**src/rtl/pcm_port_pkg.sv**
```systemverilog
package pcm_port_pkg;
  typedef enum logic {FK_SHORT = 1'b0, FK_LONG = 1'b1} frame_kind_e;
endpackage

```
**src/rtl/pcm_pin_sync.sv**
```systemverilog
module pcm_pin_sync #(
  parameter int WIDTH = 3
) (
  input  logic             clk,
  input  logic             rst,
  input  logic [WIDTH-1:0] pins,
  output logic [WIDTH-1:0] lvl,
  output logic [WIDTH-1:0] rise,
  output logic [WIDTH-1:0] fall
);
  logic [WIDTH-1:0] meta_q, lvl_q, prev_q;

  always_ff @(posedge clk) begin
    if (rst) begin
      meta_q <= '0;
      lvl_q  <= '0;
      prev_q <= '0;
    end else begin
      meta_q <= pins;
      lvl_q  <= meta_q;
      prev_q <= lvl_q;
    end
  end

  assign lvl  = lvl_q;
  assign rise = lvl_q & ~prev_q;
  assign fall = ~lvl_q & prev_q;
endmodule

```
**src/rtl/pcm_framer.sv**
```systemverilog
module pcm_framer
  import pcm_port_pkg::*;
#(
  parameter int W = 8
) (
  input  logic                 clk,
  input  logic                 rst,
  input  logic                 bclk_rise,
  input  logic                 bclk_fall,
  input  logic                 sync_lvl,
  input  logic                 sync_rise,
  input  logic                 sync_fall,
  output frame_kind_e          cur_kind,
  output logic                 drv_stb,
  output logic                 drv_first,
  output logic                 smp_stb,
  output logic                 smp_last
);
  localparam int CNT_W = $clog2(W + 2);

  logic [CNT_W-1:0] fcnt;
  logic [1:0]       hi_falls;
  logic             in_frame;
  frame_kind_e      next_kind;
  logic [CNT_W-1:0] off_v, rel;
  logic             in_win;

  assign off_v  = (cur_kind == FK_SHORT) ? CNT_W'(1) : CNT_W'(0);
  assign rel    = fcnt - off_v;
  assign in_win = in_frame && (fcnt >= off_v) && (rel < CNT_W'(W));

  assign smp_stb  = bclk_fall && in_win;
  assign smp_last = smp_stb && (rel == CNT_W'(W - 1));

  // Long framing launches the MSB at the sync edge itself.
  assign drv_stb   = (sync_rise && next_kind == FK_LONG) ||
                     (bclk_rise && !sync_rise && in_win);
  assign drv_first = sync_rise || (rel == '0);

  always_ff @(posedge clk) begin
    if (rst) begin
      fcnt      <= '0;
      hi_falls  <= '0;
      in_frame  <= 1'b0;
      next_kind <= FK_SHORT;
      cur_kind  <= FK_SHORT;
    end else begin
      if (sync_rise) begin
        fcnt     <= '0;
        in_frame <= 1'b1;
        cur_kind <= next_kind;
      end else if (bclk_fall && in_frame) begin
        fcnt <= fcnt + CNT_W'(1);
        if (smp_last) in_frame <= 1'b0;
      end

      if (sync_rise)
        hi_falls <= '0;
      else if (bclk_fall && sync_lvl && hi_falls != 2'd2)
        hi_falls <= hi_falls + 2'd1;

      if (sync_fall)
        next_kind <= (hi_falls == 2'd2) ? FK_LONG : FK_SHORT;
    end
  end
endmodule

```
**src/rtl/pcm_fsync_port.sv**
```systemverilog
module pcm_fsync_port
  import pcm_port_pkg::*;
#(
  parameter int W     = 8,
  parameter int GUARD = 2
) (
  input  logic         clk,
  input  logic         rst,
  input  logic         pwr_up,
  input  logic         tx_bclk,
  input  logic         tx_fsync,
  input  logic [W-1:0] tx_word,
  output logic         tx_sdata,
  output logic         tx_oe,
  input  logic         rx_bclk,
  input  logic         rx_fsync,
  input  logic         rx_sdata,
  output logic [W-1:0] rx_word,
  output logic         rx_valid
);
  localparam int GW = $clog2(GUARD + 1);
  localparam int NL = 2;  // lane 0 transmit, lane 1 receive

  logic          pwr_q, lane_rst;
  logic [2:0]    pin_bus [NL];
  logic [2:0]    p_lvl [NL], p_rise [NL], p_fall [NL];
  frame_kind_e   kind [NL];
  logic          drv_stb [NL], drv_first [NL], smp_stb [NL], smp_last [NL];

  always_ff @(posedge clk) begin
    if (rst) pwr_q <= 1'b0;
    else     pwr_q <= pwr_up;
  end
  assign lane_rst = rst || !pwr_q;

  assign pin_bus[0] = {1'b0, tx_fsync, tx_bclk};
  assign pin_bus[1] = {rx_sdata, rx_fsync, rx_bclk};

  for (genvar g = 0; g < NL; g++) begin : g_lane
    pcm_pin_sync #(.WIDTH(3)) u_sync (
      .clk(clk), .rst(lane_rst), .pins(pin_bus[g]),
      .lvl(p_lvl[g]), .rise(p_rise[g]), .fall(p_fall[g])
    );
    pcm_framer #(.W(W)) u_frm (
      .clk(clk), .rst(lane_rst),
      .bclk_rise(p_rise[g][0]), .bclk_fall(p_fall[g][0]),
      .sync_lvl(p_lvl[g][1]), .sync_rise(p_rise[g][1]), .sync_fall(p_fall[g][1]),
      .cur_kind(kind[g]), .drv_stb(drv_stb[g]), .drv_first(drv_first[g]),
      .smp_stb(smp_stb[g]), .smp_last(smp_last[g])
    );
  end

  // Transmit side
  logic          tx_sync_lvl, rx_fall;
  logic [GW-1:0] guard_cnt;
  logic          guard_ok, frame_en, tx_done;
  logic [W-1:0]  tx_hold;

  assign tx_sync_lvl = p_lvl[0][1];
  assign rx_fall     = p_fall[1][0];
  assign guard_ok    = (guard_cnt == GW'(GUARD));

  always_ff @(posedge clk) begin
    if (lane_rst) begin
      guard_cnt <= '0;
      frame_en  <= 1'b0;
      tx_done   <= 1'b0;
      tx_hold   <= '0;
      tx_sdata  <= 1'b0;
      tx_oe     <= 1'b0;
    end else begin
      if (p_rise[0][1]) begin
        frame_en <= guard_ok;
        tx_done  <= 1'b0;
        if (!guard_ok) guard_cnt <= guard_cnt + GW'(1);
      end else if (smp_last[0]) begin
        tx_done <= 1'b1;
      end

      if (drv_stb[0] && drv_first[0] && (p_rise[0][1] ? guard_ok : frame_en)) begin
        tx_oe    <= 1'b1;
        tx_sdata <= tx_word[W-1];
        tx_hold  <= tx_word << 1;
      end else if ((smp_last[0] || tx_done) && !tx_sync_lvl) begin
        tx_oe    <= 1'b0;
        tx_sdata <= 1'b0;
      end else if (drv_stb[0] && tx_oe) begin
        tx_sdata <= tx_hold[W-1];
        tx_hold  <= tx_hold << 1;
      end
    end
  end

  // Receive side
  logic [W-1:0] rx_shift;

  always_ff @(posedge clk) begin
    if (lane_rst) begin
      rx_shift <= '0;
      rx_word  <= '0;
      rx_valid <= 1'b0;
    end else begin
      rx_valid <= 1'b0;
      if (smp_stb[1]) begin
        rx_shift <= {rx_shift[W-2:0], p_lvl[1][2]};
        if (smp_last[1]) begin
          rx_word  <= {rx_shift[W-2:0], p_lvl[1][2]};
          rx_valid <= 1'b1;
        end
      end
    end
  end
endmodule

```
**config.mk**
```make
export PLATFORM = sky130hd
export DESIGN_NAME = pcm_fsync_port
export DESIGN_NICKNAME = d
export VERILOG_FILES = /design/src/rtl/pcm_port_pkg.sv /design/src/rtl/pcm_pin_sync.sv /design/src/rtl/pcm_framer.sv /design/src/rtl/pcm_fsync_port.sv
export SDC_FILE = /design/constraint.sdc
export NUM_CORES = 1
export LEC_CHECK = 0
export ABC_AREA = 1
export BUFFER_PORTS_ARGS = -buffer_cell sky130_fd_sc_hd__buf_2
export CELL_PAD_IN_SITES_DETAIL_PLACEMENT = 1
export CELL_PAD_IN_SITES_GLOBAL_PLACEMENT = 1
export CORE_MARGIN = 5
export CORE_UTILIZATION = 30
export DETAILED_ROUTE_END_ITERATION = 6
export GPL_ROUTABILITY_DRIVEN = 0
export PLACE_DENSITY_LB_ADDON = 0.1
export SETUP_SLACK_MARGIN = 0.1
export SYNTH_ARGS = -nofsm -noshare
export SYNTH_HDL_FRONTEND = slang
export SYNTH_SLANG_ARGS = --single-unit
```
**constraint.sdc**
```tcl
create_clock -name clk -period 3.7 [get_ports clk]
set_input_delay 0.74 -clock clk [delete_from_list [all_inputs] [get_ports clk]]
set_output_delay 0.74 -clock clk [all_outputs]
set_load 0.005 [all_outputs]
```
Word-level counts from Yosys, hierarchy flattened --
Index checks and enable logic that the tools add are counted.
Cells by class: add/sub/neg operators 7, order comparisons 4, equality and inequality tests 8, muxes and demuxes 20, bitwise gates (word level) 10, reduce and logical (&&, ||, !) cells 44
Operators with widths (count):
- 8-bit two-way mux | 3
- 1-bit logical AND | 21
- 1-bit two-way mux | 17
- 2-bit nonzero test | 6
- 2-bit AND reduction | 5
- 4-bit by 1-bit adder with 4-bit output, second input constant | 2
- 2-bit AND | 4
- 4-bit by 3-bit == test with 1-bit output, second input constant | 2
- 4-bit greater-or-equal comparator | 2
- 4-bit less-than comparator, second input constant | 2
- 2-bit NOT | 4
- 4-bit subtractor | 2
- 2-bit by 1-bit adder with 2-bit output, second input constant | 3
- 2-bit == test, second input constant | 3
- 2-bit inequality test, second input constant | 3
- 2-bit OR reduction | 3
- 4-bit logical NOT | 1
- 1-bit logical OR | 4
- 1-bit logical NOT | 3
- 3-bit nonzero test | 1
- 1-bit NOT | 2
Storage, ports and cells: flip-flop bits (word level) 62, input bits 16, output and inout port bits 11, logic and storage cells 119

Logic depth before layout (Yosys ltp) --
Gate-level depths: netlist of run 1.
word-level depth 10, gate-level depth with buffers 15

Cells and area by module --
A second synthesis of run 1 with hierarchy kept.
Second synthesis, totals: cells, all modules 385, area, all modules 2865.2 um^2
By module, submodules not included:
- pcm_fsync_port | instances 1, cells each 173, area an instance 1276.2 um^2
- pcm_framer | instances 2, cells each 69, area an instance 501.7 um^2
- pcm_pin_sync | instances 2, cells each 37, area an instance 292.8 um^2

Least setup slack after synthesis of run 1 --
Ideal clock, no wire load.
kind reg-to-reg, start point reg g_lane[0].u_frm.fcnt[0], end point reg tx_sdata, setup time 0.108 ns, arrival 1.763 ns, slack 1.829 ns, stages on the path, launching flop included 14, path buffers 1, period minus slack after synthesis 1.871 ns, path through dfxtp_1 > inv_1 > ha_1 > ha_1 > nand2_1 > nor2_2 > nand3_2 > a21oi_4 > nand2_4 > buf_8 > o21ai_2 > nand2_1 > inv_2 > nor2_2
On the way: cells in the longest elaborated chain, start to end 9, elaborated cells on any way between the ends 20, classes of those cells 1 x add/sub; 2 x order compare; 1 x eq/ne; 2 x mux; 14 x reduce/logical
Ends and longest elaborated chain:
- start: declaration | RTL line pcm_framer.sv:21 | logic [CNT_W-1:0] fcnt;
- start signal: assignment | RTL line pcm_framer.sv:53 | fcnt <= fcnt + CNT_W'(1);
- 4-bit subtractor / 4-bit greater-or-equal comparator (equally long branches) | RTL line pcm_framer.sv:29, pcm_framer.sv:30
- 4-bit less-than comparator / 1-bit logical AND (equally long branches) | RTL line pcm_framer.sv:30 | assign in_win = in_frame && (fcnt >= off_v) && (rel < CNT_W'(W));
- 1-bit logical AND | RTL line pcm_framer.sv:30
- 1-bit logical AND | RTL line pcm_framer.sv:32 | assign smp_stb = bclk_fall && in_win;
- 1-bit logical AND | RTL line pcm_framer.sv:33 | assign smp_last = smp_stb && (rel == CNT_W'(W - 1));
- 1-bit logical OR | RTL line pcm_fsync_port.sv:84 | end else if ((smp_last[0] || tx_done) && !tx_sync_lvl) begin
- 1-bit logical AND | RTL line pcm_fsync_port.sv:84
- 1-bit two-way mux | RTL line pcm_fsync_port.sv:84
- 1-bit two-way mux | RTL line pcm_fsync_port.sv:80 | if (drv_stb[0] && drv_first[0] && (p_rise[0][1] ? guard_ok : frame_en)) begin
- end signal: assignment | RTL line pcm_fsync_port.sv:82 | tx_sdata <= tx_word[W-1];
- end signal: assignment | RTL line pcm_fsync_port.sv:88 | tx_sdata <= tx_hold[W-1];
- end: declaration | RTL line pcm_fsync_port.sv:13 | output logic tx_sdata,
Several ways; a longest one is shown, not always the timed one. A chain may end at the register's enable or synchronous reset.

Final worst setup path of run 1 --
start point reg g_lane[0].u_frm.fcnt[0], end point reg tx_hold[7]
On the way: cells in the longest elaborated chain, start to end 9, elaborated cells on any way between the ends 21, classes of those cells 1 x add/sub; 2 x order compare; 2 x eq/ne; 1 x mux; 15 x reduce/logical
Ends and longest elaborated chain:
- 4-bit subtractor / 4-bit greater-or-equal comparator (equally long branches) | RTL line pcm_framer.sv:29, pcm_framer.sv:30
- 4-bit less-than comparator / 1-bit logical AND (equally long branches) | RTL line pcm_framer.sv:30
- 1-bit logical AND | RTL line pcm_framer.sv:30
- 1-bit logical AND, on equally long branches | RTL line pcm_framer.sv:37, pcm_framer.sv:32
- 1-bit logical OR / 1-bit logical AND (equally long branches) | RTL line pcm_framer.sv:36, pcm_framer.sv:33
- 1-bit logical AND / 1-bit logical OR (equally long branches) | RTL line pcm_fsync_port.sv:80, pcm_fsync_port.sv:84
- 1-bit logical AND, on equally long branches | RTL line pcm_fsync_port.sv:80, pcm_fsync_port.sv:84
- 2-bit inequality test (no source line) / 2-bit nonzero test (equally long branches)
- 2-bit AND reduction (no source line)
- end signal: assignment | RTL line pcm_fsync_port.sv:83 | tx_hold <= tx_word << 1;
- end signal: assignment | RTL line pcm_fsync_port.sv:89 | tx_hold <= tx_hold << 1;
- end: declaration | RTL line pcm_fsync_port.sv:57 | logic [W-1:0] tx_hold;
Several ways; a longest one is shown, not always the timed one.

==> results of run 1 <==
[power groups by stage]
stage / logic (uW) / clock network (uW) / registers [uW]
5_1_grt: 27.7 / 714 / 670
3_3_place_gp: 23.8 / 0 / 685
3_5_place_dp: 24.3 / 0 / 685
6_report: 23.6 / 661 / 670
2_1_floorplan: 12.0 / 0 / 685
4_1_cts: 24.4 / 684 / 670
[layout make-up]
| cell class | instances | area, sq um |
|---|---|---|
| repair buffers | 28 | 145 |
| clock inverters | 4 | 70.1 |
| inverters | 49 | 185 |
| multi-input cells | 220 | 1120 |
| well taps | 105 | 131 |
| fillers | 1037 | 5250 |
| clock buffers | 11 | 151 |
| flip-flops and latches | 62 | 1240 |
[final timing paths]
| check | startpoint | endpoint | slack, ps | depth (start not counted) |
|---|---|---|---|---|
| hold / removal | g_lane[1].u_sync.meta_q[2]$_SDFF_PP0_ | g_lane[1].u_sync.lvl[2]$_SDFF_PP0_ | 410 | 2 |
| setup reg to reg | g_lane[0].u_frm.fcnt[0]$_SDFFE_PP0P_ | tx_hold[7]$_SDFFE_PP0P_ | 1600 | 12 |
| hold reg to reg | g_lane[1].u_sync.meta_q[2]$_SDFF_PP0_ | g_lane[1].u_sync.lvl[2]$_SDFF_PP0_ | 410 | 2 |
| setup / recovery | g_lane[0].u_frm.fcnt[0]$_SDFFE_PP0P_ | tx_hold[7]$_SDFFE_PP0P_ | 1600 | 12 |
[cell families after synthesis]
logic type / after synthesis / synth area share
AND/OR/NAND/NOR: 145 / 0.251
adder cells (fa/ha/maj): 9 / 0.0436
buffers and inverters: 54 / 0.0839
AO/OA/AOI/OAI: 65 / 0.137
flip-flops: 62 / 0.481
XOR/XNOR: 1 / 0.00340
[layout by cell type (no fill, tap or decap), types with 2 or more instances in the layout]
master and n:
nand2_1 62, dfxtp_1 62, inv_1 45, nor2_1 37, a21oi_1 36, buf_2 26
nand3_1 22, o21ai_0 20, clkbuf_8 11, ha_1 9, nand2_2 7, nor3_1 5
nor2_2 4, nand2_4 3, clkinv_2 3, o21ai_1 2, inv_2 2, nand3_2 2
bufinv_16 2, buf_4 2
[layer usage]
layer  GRT usage  vias up  wire, microns
met2       0.186       21           2580
met5           0        -              0
li1            -     1143              -
met3      0.0338        9            199
met1       0.143     1010           2680
met4      0.0508        0             94
[worst max-delay path, delay by kind of cell, from the launching register on]
family,cells,cell delay (ps)
adders and majority gates,2,530
buffers and inverters,1,70
AOI/OAI and AO/OA,2,320
DFF,1,340
and+or+nand+nor,7,710
[state kept, by name, summed over array words and instances, names as in the netlist]
signal / count
frame_en: 1
g_lane.u_frm.cur_kind: 2
g_lane.u_frm.fcnt: 8
g_lane.u_frm.hi_falls: 4
g_lane.u_frm.in_frame: 2
g_lane.u_frm.next_kind: 2
g_lane.u_sync.lvl: 5
g_lane.u_sync.meta_q: 5
g_lane.u_sync.prev_q: 4
guard_cnt: 2
pwr_q: 1
rx_shift: 7
rx_valid: 1
rx_word: 8
tx_done: 1
tx_hold: 7
tx_oe: 1
tx_sdata: 1
[metrics by stage]
stage / setup WS, ps / total power (uW)
6_report: 1600 / 1350
5_1_grt: 1350 / 1410
4_1_cts: 1550 / 1380
3_5_place_dp: 1400 / 710
3_3_place_gp: 1510 / 709
2_1_floorplan: 1830 / 697
==> impl_summary.md, run 1 <==
Clock tree
The clock edge transition at the registers on the reported setup and hold paths is 60 ps. The number of buffers inserted to repair setup after CTS is 0. The post-cts sizing count is 0. TritonCTS built the clock tree. The H-tree depth is 3. The buffer cell driving the clock tree root is clkbuf_8. The number of hold buffers added after CTS was 0. The number of clock buffers inserted by TritonCTS is 9. Counting along the longest clock path gives a buffer depth of 2. The clock insertion delay at the later pin of the skew report is 330 ps. The clock net in this run drives a total of 62 sinks.

Layout
The number of antenna diodes in the final layout is 0. The fraction of layout cells with a size suffix above 1 is 0.179. The final layout contains 395 nets. The finished cells cover slightly above 3000 sq um. The finished layout holds 479 standard cells, fillers aside.

The area growth from synthesis to layout is 18.1%. Measured on the finished design, the core utilization comes to 0.367.

Synthesis
The synthesized netlist net count is 361. The synthesized design contains 0 enable-type register cells. The commonest cells after synthesis are dfxtp_1 (62), nand2_1 (62), inv_1 (45), nor2_1 (37), a21oi_1 (36). The cell area after technology mapping is 2580 sq um.

Of the post-synthesis cell area, the dominant cell type holds 0.481. The most used flip-flop cell after synthesis is dfxtp_1. Sorting the synthesized cells by area gives the leading types as dfxtp_1 (48%), nand2_1 (9.0%), a21oi_1 (7.0%).

The per-instance average area after synthesis is ~7.7 sq um. After synthesis, the netlist uses 31 different library cells. Of the synthesized area, sequential elements account for 0.481. For this run, the number of Yosys warnings is 0. The async set-or-reset flop fraction in the synthesized netlist is 0. Synthesis produced around 340 cells.

The cell accounting for the most synthesized area is dfxtp_1. The flip-flop and latch count after synthesis is 62.

Timing
At the pin with the least slew margin, the transition time is between 400 and 500 ps. Across all hold checks on the routed design, the worst slack comes to 409 ps. Setup violations remaining at the end of the flow were counted as 0. In this run the tightest slew margin relative to its limit is 0.694.

Setup repair after global routing left no endpoint under its margin. The final count of pins violating max slew is 0. Adding up every negative setup slack in the final design gives 0 ps. The fraction of the cycle the final worst path needs is 0.568. For this run, the top clock speed supported by timing is 475 MHz. The worst-case clock skew is around 9.2 ps. The number of hold violations in the final report is 0. The shortest period the worst path allows is ~2100 ps.

Status
The run finished with clean final reports.

Drt
The detailed-router iteration count before antenna repair is 4. Dividing the detail-routed wire length by the instance count gives roughly 12 microns. After detailed routing, the number of vias per cell comes to between 4 and 5. After detailed routing, the number of remaining DRC violations is 0. The starting DRC count in detailed routing is 54. Across all layers, the routed design uses between 2,000 and 2,500 vias. The final layout contains routed wiring with a total length of 5550 microns.

The final antenna-violating net count is 0.

Worst setup path
At the worst endpoint, the required time is 3900 ps. The worst setup path is launched from a flop. Traced cell by cell, the critical path runs through inv_1 > ha_1 > ha_1 > nand2_1 > nor2_2 > nand3_2 > a21oi_4 > nand2_4 > nand2_1 > nand2_1 > nand2_1 > a21oi_1. The critical path in this run is classified as reg -> reg. The cell occurring most often along the worst timing path is nand2_1. Along the worst path, the maximum fanout reaches 18.

The largest individual stage delay along the critical path comes from the cell dfxtp_1. Data on the critical path arrives at its endpoint at ~2300 ps. STA classifies the critical path endpoint as a flop. The delay contributed by the slowest stage of the critical path is approximately 340 ps.

Placement
The placed standard-cell area is 2830 sq um. Buffers placed on the I/O ports in this run total 26. Once detailed placement completed, the half-perimeter wirelength came to 4030 microns. Including well taps, the total number of placed cells is 464.

Power and ir drop
The total leakage power is around 0.0012 uW. Cell internal power was estimated by the tool at between 1000 and 1500 uW. The net switching component of the power is 266 uW.

The share of power burned in registers is 0.495. The worst supply voltage drop on vdd is 0.195 mV. Of the total power, combinational logic draws 0.017. The share of total power dissipated in the clock network is 0.488.

Power spread over the standard cell area amounts to 445 nW/um^2. The switching power share of the total is 0.196.

GRT
The first global-routing pass estimated 9640 microns of wire. The pin count of the biggest net entering global routing is 34. The via count of the first global-routing pass is 2,137.

The overall overflow remaining after global route is 0. The initial antenna violation count is 0. The all-layer global routing usage is 0.115.

Floorplan
The die covers approximately 11,000 sq um. The number of placed I/O pins is 27. In this run the core area contains 33 standard-cell rows. The die is 103 microns tall. The area of the core is 8300 sq um. The starting density of the core is 0.311. The die width is between 100 and 150 microns.

Flow run
Max-cap violations in this run came to 0.

Min path
The worst min-delay path class is reg -> reg.
No activity file was read; power rests on OpenSTA's default activity.
==> run 2, diff against run 1 <==
==> constraint.sdc (replaced) <==
create_clock -name clk -period 1.8 [get_ports clk]
set_input_delay 0.36 -clock clk [delete_from_list [all_inputs] [get_ports clk]]
set_output_delay 0.36 -clock clk [all_outputs]
set_load 0.005 [all_outputs]
==> run 2 against run 1 <==
Maximum frequency increased by 17%. Final area increased by 17%. Critical path depth fell by 1. Worst hold slack got worse by 200 ps. Worst setup slack got worse by 1600 ps. Non-clock buffer count rose by 24. Critical endpoint is now tx_hold[5]$_SDFFE_PP0P_. Sequential share of layout area fell by 5.7 points. First-iteration DRC count fell by 67%. Register-to-register slack worse by 1600 ps. Core utilization increased by 6.2 points.
==> impl_summary.md, run 2 (synthesized netlist as in run 1, its figures left out) <==
Clock tree
TritonCTS built the clock tree. The buffer cell driving the clock tree root is clkbuf_8. The number of clock buffers inserted by TritonCTS is 9. The clock insertion delay at the later pin of the skew report is 330 ps. The H-tree generated during clock tree synthesis spans 3 levels.

The number of sinks handled by clock tree synthesis is 62. The maximum clock path buffer count is 2. The hold buffer count at cts is 0. The clock edge transition at the registers on the reported setup and hold paths is 70 ps.

Worst setup path
The endpoint required time on the critical path is 2010 ps. The endpoint of the worst register-to-register path is tx_hold[5]$_SDFFE_PP0P_. On the critical path, the stage with the largest delay is an instance of dfxtp_2. The startpoint of the most critical register-to-register path is g_lane[0].u_frm.fcnt[0]$_SDFFE_PP0P_.

The sort of element at the start of the critical path is a flop. The delay contributed by the slowest stage of the critical path is 330 ps. Measured in cells, the most critical reg-to-reg path has a length of 11. For the worst setup path, the data arrival time is roughly 2000 ps. STA classifies the critical path endpoint as a flop. The setup slack of the worst register-to-register path is 8 ps. Walking the worst path, the cells encountered are inv_2 > ha_4 > ha_4 > nand2_4 > nor2_4 > nand3_2 > a21oi_4 > buf_4 > nand2_4 > nand3_1 > a21oi_2. The critical path is of the reg -> reg type. The maximum fanout encountered on the critical timing path is 9.

Drt
The total number of vias is ~2,300. In the routed design, unresolved DRC markers number 0. After detailed routing, the total wire length is 6140 microns. The per-cell routed wire length is 12.2 microns. The final antenna-violating net count is 0. For this block, the initial DRC count from the detailed router was 18. The post-detailed-route via-to-cell ratio is 4.59. The first detailed-routing pass took 3 iterations.

Status
The flow ran to the end, and the final reports show no timing, DRC or antenna violations.

Min path
The worst hold path passes through 2 cells. The capture endpoint of the worst hold path is pwr_q$_SDFF_PP0_. The source of the worst hold timing path is rst.

The path class of the tightest hold or removal check is in -> reg.

Floorplan
The initial utilization of the core area, before any placement, comes to 0.311. The die area is approximately 11,000 sq um. The die is 103 microns wide.

Measured along the y axis, the die boundary spans 103 microns. The region available for standard cell placement spans 8300 sq um. The number of placed I/O pins is 27. The row count is 33.

Layout
The share of the core filled with cells in the final layout is 0.429. The repair_antennas step left the layout with diodes totalling 0. The fill cell total of the finished layout is 1,017. The cell area after layout is 3560 sq um. The leading cell type in the layout, fill and taps excluded is dfxtp_1. In the final layout, the registers with the most flip-flops are g_lane.u_frm.fcnt: 8 flops, rx_word: 8 flops.

The number of nets in the final layout is 421. In the layout the commonest cells are dfxtp_1 (58), nand2_1 (46), inv_1 (38). The fraction of layout cells with a size suffix above 1 is 0.368. The area growth from synthesis to layout is 37.9%.

Placement
During placement, the flow inserted port buffers numbering 26. Summed over all nets, the half-perimeter wirelength after detailed placement is 4330 microns. The placed standard-cell area is 2990 sq um.

Timing
The final count of pins violating max slew is 0. The highest attainable clock frequency is 558 MHz. The count of endpoints failing setup in the final report is 0. The transition time at the pin with the least slew margin is between 300 and 400 ps. The shortest period the worst path allows is 1790 ps. Dividing the final minimum period by the clock period gives 0.996. In this run the tightest slew margin relative to its limit is 0.762. The number of hold violations in the final report was 0. Across the routed clock network, the largest skew measured is 10.2 ps. The post-route setup TNS is 0 ps. Setup repair after global routing could not meet its margin everywhere.

GRT
The via count of the first global-routing pass is between 2,000 and 2,500. The first global-routing pass estimated about 10,000 microns of wire. The all-layer global routing usage is 0.124. The overall overflow remaining after global route is 0. The initial antenna violation count is 0. The pin count of the biggest net entering global routing is 21.

Power and ir drop
The power density relative to cell area is 733 nW/um^2. The total leakage power is 0.00147 uW. The worst-case IR drop observed on VDD is 0.344 mV.

Flow run
The tool flagged a number of max-cap violations equal to 0.
[run 2: changes by cell type in the layout (fill, tap and decap cells not counted), sizes merged]
cell	before	now
buf	28	52
bufinv	2	1
clkbuf	11	9
clkinv	4	5
clkinvlp	0	2
nand2	72	74
[run 2: final cells by class]
type	instances	area, sq um	area share
repair buffers	52	360	0.101
clock buffers	9	124	0.0348
inverters	49	204	0.0573
flip-flops and latches	62	1250	0.350
clock inverters	6	63.8	0.0179
well taps	105	131	0.0369
multi-input cells	222	1430	0.402
[run 2: worst max-delay path, delay by kind of cell (launching register included)]
kind	cells	cell delay, ps
buf+inv	2	200
fa+ha+maj	2	430
simple gates	5	450
compound gates	2	280
flops	1	330
[run 2: how the worst max path moves through the flow]
stage / slack, ps / startpoint / endpoint
after floorplan: 40 / g_lane[0].u_frm.fcnt[0]$_SDFFE_PP0P_ / tx_sdata$_SDFFE_PP0P_
after global placement: 30 / g_lane[1].u_frm.fcnt[0]$_SDFFE_PP0P_ / rx_word[6]$_SDFFE_PP0P_
after detailed placement: -40 / g_lane[0].u_frm.cur_kind$_SDFFE_PP0P_ / tx_sdata$_SDFFE_PP0P_
after CTS: -20 / g_lane[0].u_frm.cur_kind$_SDFFE_PP0P_ / tx_hold[3]$_SDFFE_PP0P_
after global routing: -110 / g_lane[0].u_frm.fcnt[0]$_SDFFE_PP0P_ / tx_hold[4]$_SDFFE_PP0P_
final: 8 / g_lane[0].u_frm.fcnt[0]$_SDFFE_PP0P_ / tx_hold[5]$_SDFFE_PP0P_
[run 2: metrics by stage]
stage / setup WS [ps] / hold slack [ps] / std cells / total power [uW]
floorplan: 38.5 / 394 / 336 / 1430
global placement: 27.3 / 397 / 478 / 1460
detailed placement: -39.7 / 403 / 478 / 1460
CTS: -23.3 / 199 / 499 / 2660
global route: -112 / 195 / 505 / 2740
finish: 7.57 / 212 / 505 / 2610
[run 2: timing repair]
item / 4_1_cts / 5_1_grt
pin swaps: 13 / 27
resized for setup: 16 / 64
gates cloned: 2 / 0
setup buffers: 4 / 6
setup endpoints to repair: 25 / 22
[run 2: metal layers]
layer	up-vias	routed length, microns	global-route usage
met1	1099	2730	0.149
met5	-	0	0
li1	1198	-	-
met4	0	53	0.0448
met3	4	174	0.0304
met2	18	3190	0.215
[run 2: report_power, final]
group | internal, uW | switching (uW)
clock | 629 | 545
combinational | 21.9 | 35.5
sequential | 1380 | 1.42
total | 2030 | 582
==> run 3, diff against run 2 <==
--- a/config.mk
+++ b/config.mk
@@ -6,7 +6,7 @@
 export NUM_CORES = 1
 export LEC_CHECK = 0
 export ABC_AREA = 1
-export BUFFER_PORTS_ARGS = -buffer_cell sky130_fd_sc_hd__buf_2
+export BUFFER_PORTS_ARGS = -buffer_cell sky130_fd_sc_hd__buf_4
 export CELL_PAD_IN_SITES_DETAIL_PLACEMENT = 1
 export CELL_PAD_IN_SITES_GLOBAL_PLACEMENT = 1
 export CORE_MARGIN = 5
==> run 3 against run 2 <==
Core utilization down 0.32 points. Largest cell class unchanged. Critical path depth up 1. Largest power group is now clock. Die area unchanged. First-iteration DRC count up 61%. Highest routed layer unchanged. Register-to-register slack about the same.
==> impl_summary.md, run 3 (synthesized netlist as in run 1, its figures left out) <==
Drt
The first TritonRoute pass finished after 4 iterations. The starting DRC count in detailed routing is 29. The met1 wire length is 2770 microns. The count of unresolved DRC violations after routing is 0.

After detailed routing, the met2 layer carries 3320 microns of wire. The highest metal layer carrying signal wires in the routed design is met4. The per-cell routed wire length is roughly 13 microns.

The routed design uses 191 microns of met3 wire. The post-detailed-route via-to-cell ratio is around 4.7. After detailed routing, the total wire length is 6360 microns. Summing over every cut layer, the via total after detailed routing is 2,351.

The count of nets left with antenna violations once routing finished came out at 0.

Clock tree
The H-tree generated during clock tree synthesis spans 3 levels. The buffer cell driving the clock tree root is clkbuf_8. The clock reaches the later pin of the worst-skew pair after 330 ps. The clock tree from TritonCTS is yes. Buffers inserted to repair hold after CTS numbered 0.

The clock edge transition at the registers on the reported setup and hold paths is 70 ps. The number of clock buffers added by TritonCTS is 9. The maximum clock path buffer count is 2. The clock net in this run drives a total of 62 sinks.

Worst setup path
STA puts the critical path data arrival time at 2040 ps. The most critical setup path has its endpoint at tx_hold[7]$_SDFFE_PP0P_. For flop-to-flop paths, the worst setup slack is 20 ps. The critical path goes through inv_2 > ha_4 > ha_4 > nand2_2 > nor2_2 > nand3_2 > a21oi_4 > buf_6 > nand3_1 > nand2_1 > nand2_1 > a21oi_1. The cell count of the worst reg-to-reg path is 12. Tracing the worst setup path back leads to its startpoint at g_lane[0].u_frm.fcnt[0]$_SDFFE_PP0P_.

The maximum fanout encountered on the critical timing path is 6. The delay contributed by the slowest stage of the critical path is between 300 and 400 ps. STA classifies the critical path endpoint as a flop. STA puts the critical path data required time at 2060 ps. The sort of element at the start of the critical path is a flop. The worst register-to-register path ends at tx_hold[7]$_SDFFE_PP0P_. The slowest stage of the critical path belongs to the cell dfxtp_2. In this run the critical register-to-register path is launched from g_lane[0].u_frm.fcnt[0]$_SDFFE_PP0P_. The type of the worst setup path is reg -> reg.

Layout
Of the cells placed in the final design, the portion with a size suffix greater than 1 is 0.326. The number of nets in the final layout is around 420. The fill cell total of the finished layout is around 1,000.

The area growth from synthesis to layout is 36.9%. Leaving out fill and tap cells, the most frequent cell in the layout is dfxtp_1. In the final layout, the registers with the most flip-flops are g_lane.u_frm.fcnt: 8 flops, rx_word: 8 flops.

The top cell types in the final layout, fill and taps aside, are dfxtp_1 (60), nand2_1 (52), buf_4 (45). After routing the design area is 3530 sq um. 0 antenna diodes ended up in the layout.

Power and ir drop
The internal power summed over all cells is 2300 uW. The power density relative to cell area is 813 nW/um^2. The analysis attributes to cell leakage a power of 0.00139 uW.

Of the total power, the share spent switching nets is 0.199. The worst supply voltage drop on vdd is 0.381 mV. The net switching component of the power is 573 uW. The share of total power dissipated in sequential elements is 0.479.

The share of total power dissipated in the clock network is 0.498. The combinational power share is 0.023.

Placement
Port buffering added 26 buffers. The HPWL reported at the end of detailed placement is 4330 microns. Before CTS, the worst setup slack after placement is -6.79 ps.

The placed standard-cell area is 3030 sq um.

Timing
Setup repair after global routing could not meet its margin everywhere. After layout, the minimum clock period comes to roughly 1800 ps. The post-route setup TNS is 0 ps. The worst max-slew margin expressed relative to the limit is 0.752. The final count of pins violating max slew is 0.

The minimum setup slack in the final design is 18.2 ps. The transition time at the pin with the least slew margin is 370 ps. Setup violations remaining at the end of the flow were counted as 0. The post-route worst hold slack is 200 ps.

The clock arrives with 8.50 ps of skew. The number of hold violations in the final report is 0. The highest attainable clock frequency is 561 MHz. Of the available clock period, the critical path in the final layout requires 0.990.

Floorplan
During I/O placement, the number of pins put on the boundary was 27. The die height is 103 microns. The starting density of the core is 0.311. The row count is 33.

The area of the core is ~8300 sq um. The die width is 103 microns. The die area is ~11,000 sq um.

GRT
The via count of the first global-routing pass is 2,419. The initial antenna violation count was 0. The pin count of the biggest net entering global routing is 21. The all-layer global routing usage is 0.126. The first global-routing pass estimated 10,600 microns of wire. Summed over all layers, the global routing overflow is 0.

Flow run
Max-cap violations in this run came to 0.

Min path
Counting instances, the worst hold path has a depth of 2. The worst min-delay path class is in -> reg.

Status
The flow ran to the end, and the final reports show no timing, DRC or antenna violations.
[run 3: cell types whose count changed in the layout (fill, tap and decap cells not counted), sizes merged]
cell and change:
nand2 +1, clkbuf +4, clkinv -2, buf -3
clkinvlp -2, bufinv +1
[run 3: worst max-delay path: cells and delay by family (launching register included)]
kind / cells / cell delay (ps)
DFF: 1 / 340
adders and majority gates: 2 / 420
AOI/OAI and AO/OA: 2 / 340
and+or+nand+nor: 6 / 390
buffers and inverters: 2 / 210
[run 3: routing by layer]
| layer | global-route usage | vias to the layer above |
|---|---|---|
| met5 | 0 | - |
| met4 | 0.0388 | 0 |
| met3 | 0.0392 | 7 |
| met2 | 0.228 | 21 |
| met1 | 0.141 | 1125 |
| li1 | - | 1198 |
[run 3: cell type report]
class                           instances  area [sq um]  area share
Clock buffer                           13           169      0.0478
Clock inverter                          3          65.1      0.0184
Inverter                               49           204      0.0577
Multi-Input combinational cell        223          1340       0.378
Sequential cell                        62          1240       0.352
Tap cell                              105           131      0.0372
Timing Repair Buffer                   49           383       0.108
[run 3: worst min path at each step]
stage | from | slack (ps) | endpoint
2_1_floorplan | g_lane[0].u_sync.meta_q[0]$_SDFF_PP0_ | 390 | g_lane[0].u_sync.lvl[0]$_SDFF_PP0_
3_3_place_gp | g_lane[0].u_sync.meta_q[0]$_SDFF_PP0_ | 400 | g_lane[0].u_sync.lvl[0]$_SDFF_PP0_
3_5_place_dp | g_lane[1].u_sync.meta_q[0]$_SDFF_PP0_ | 400 | g_lane[1].u_sync.lvl[0]$_SDFF_PP0_
4_1_cts | rst | 190 | pwr_q$_SDFF_PP0_
5_1_grt | rst | 190 | pwr_q$_SDFF_PP0_
6_report | rst | 200 | pwr_q$_SDFF_PP0_
[run 3: through the flow]
step            util  total power [uW]  std cells
3_3_place_gp   0.365              1470        477
4_1_cts        0.406              2920        499
5_1_grt        0.426              3000        504
6_report       0.426              2870        504
3_5_place_dp   0.365              1470        477
2_1_floorplan      -              1430        336
[run 3: power by group through the flow]
| stage | Clock [uW] | Combinational (uW) | Sequential, uW |
|---|---|---|---|
| after detailed placement | 0 | 62.4 | 1410 |
| after floorplan | 0 | 24.7 | 1410 |
| after CTS | 1480 | 63.7 | 1380 |
| final | 1430 | 65.0 | 1380 |
| after global routing | 1550 | 72.3 | 1380 |
| after global placement | 0 | 61.5 | 1410 |
[run 3: timing repair]
| item | CTS | global route |
|---|---|---|
| gates resized for setup | 13 | 38 |
| buffers inserted | 3 | 5 |
| setup endpoints to repair | 23 | 25 |
| gates cloned | 3 | 0 |
| pin swaps | 24 | 20 |
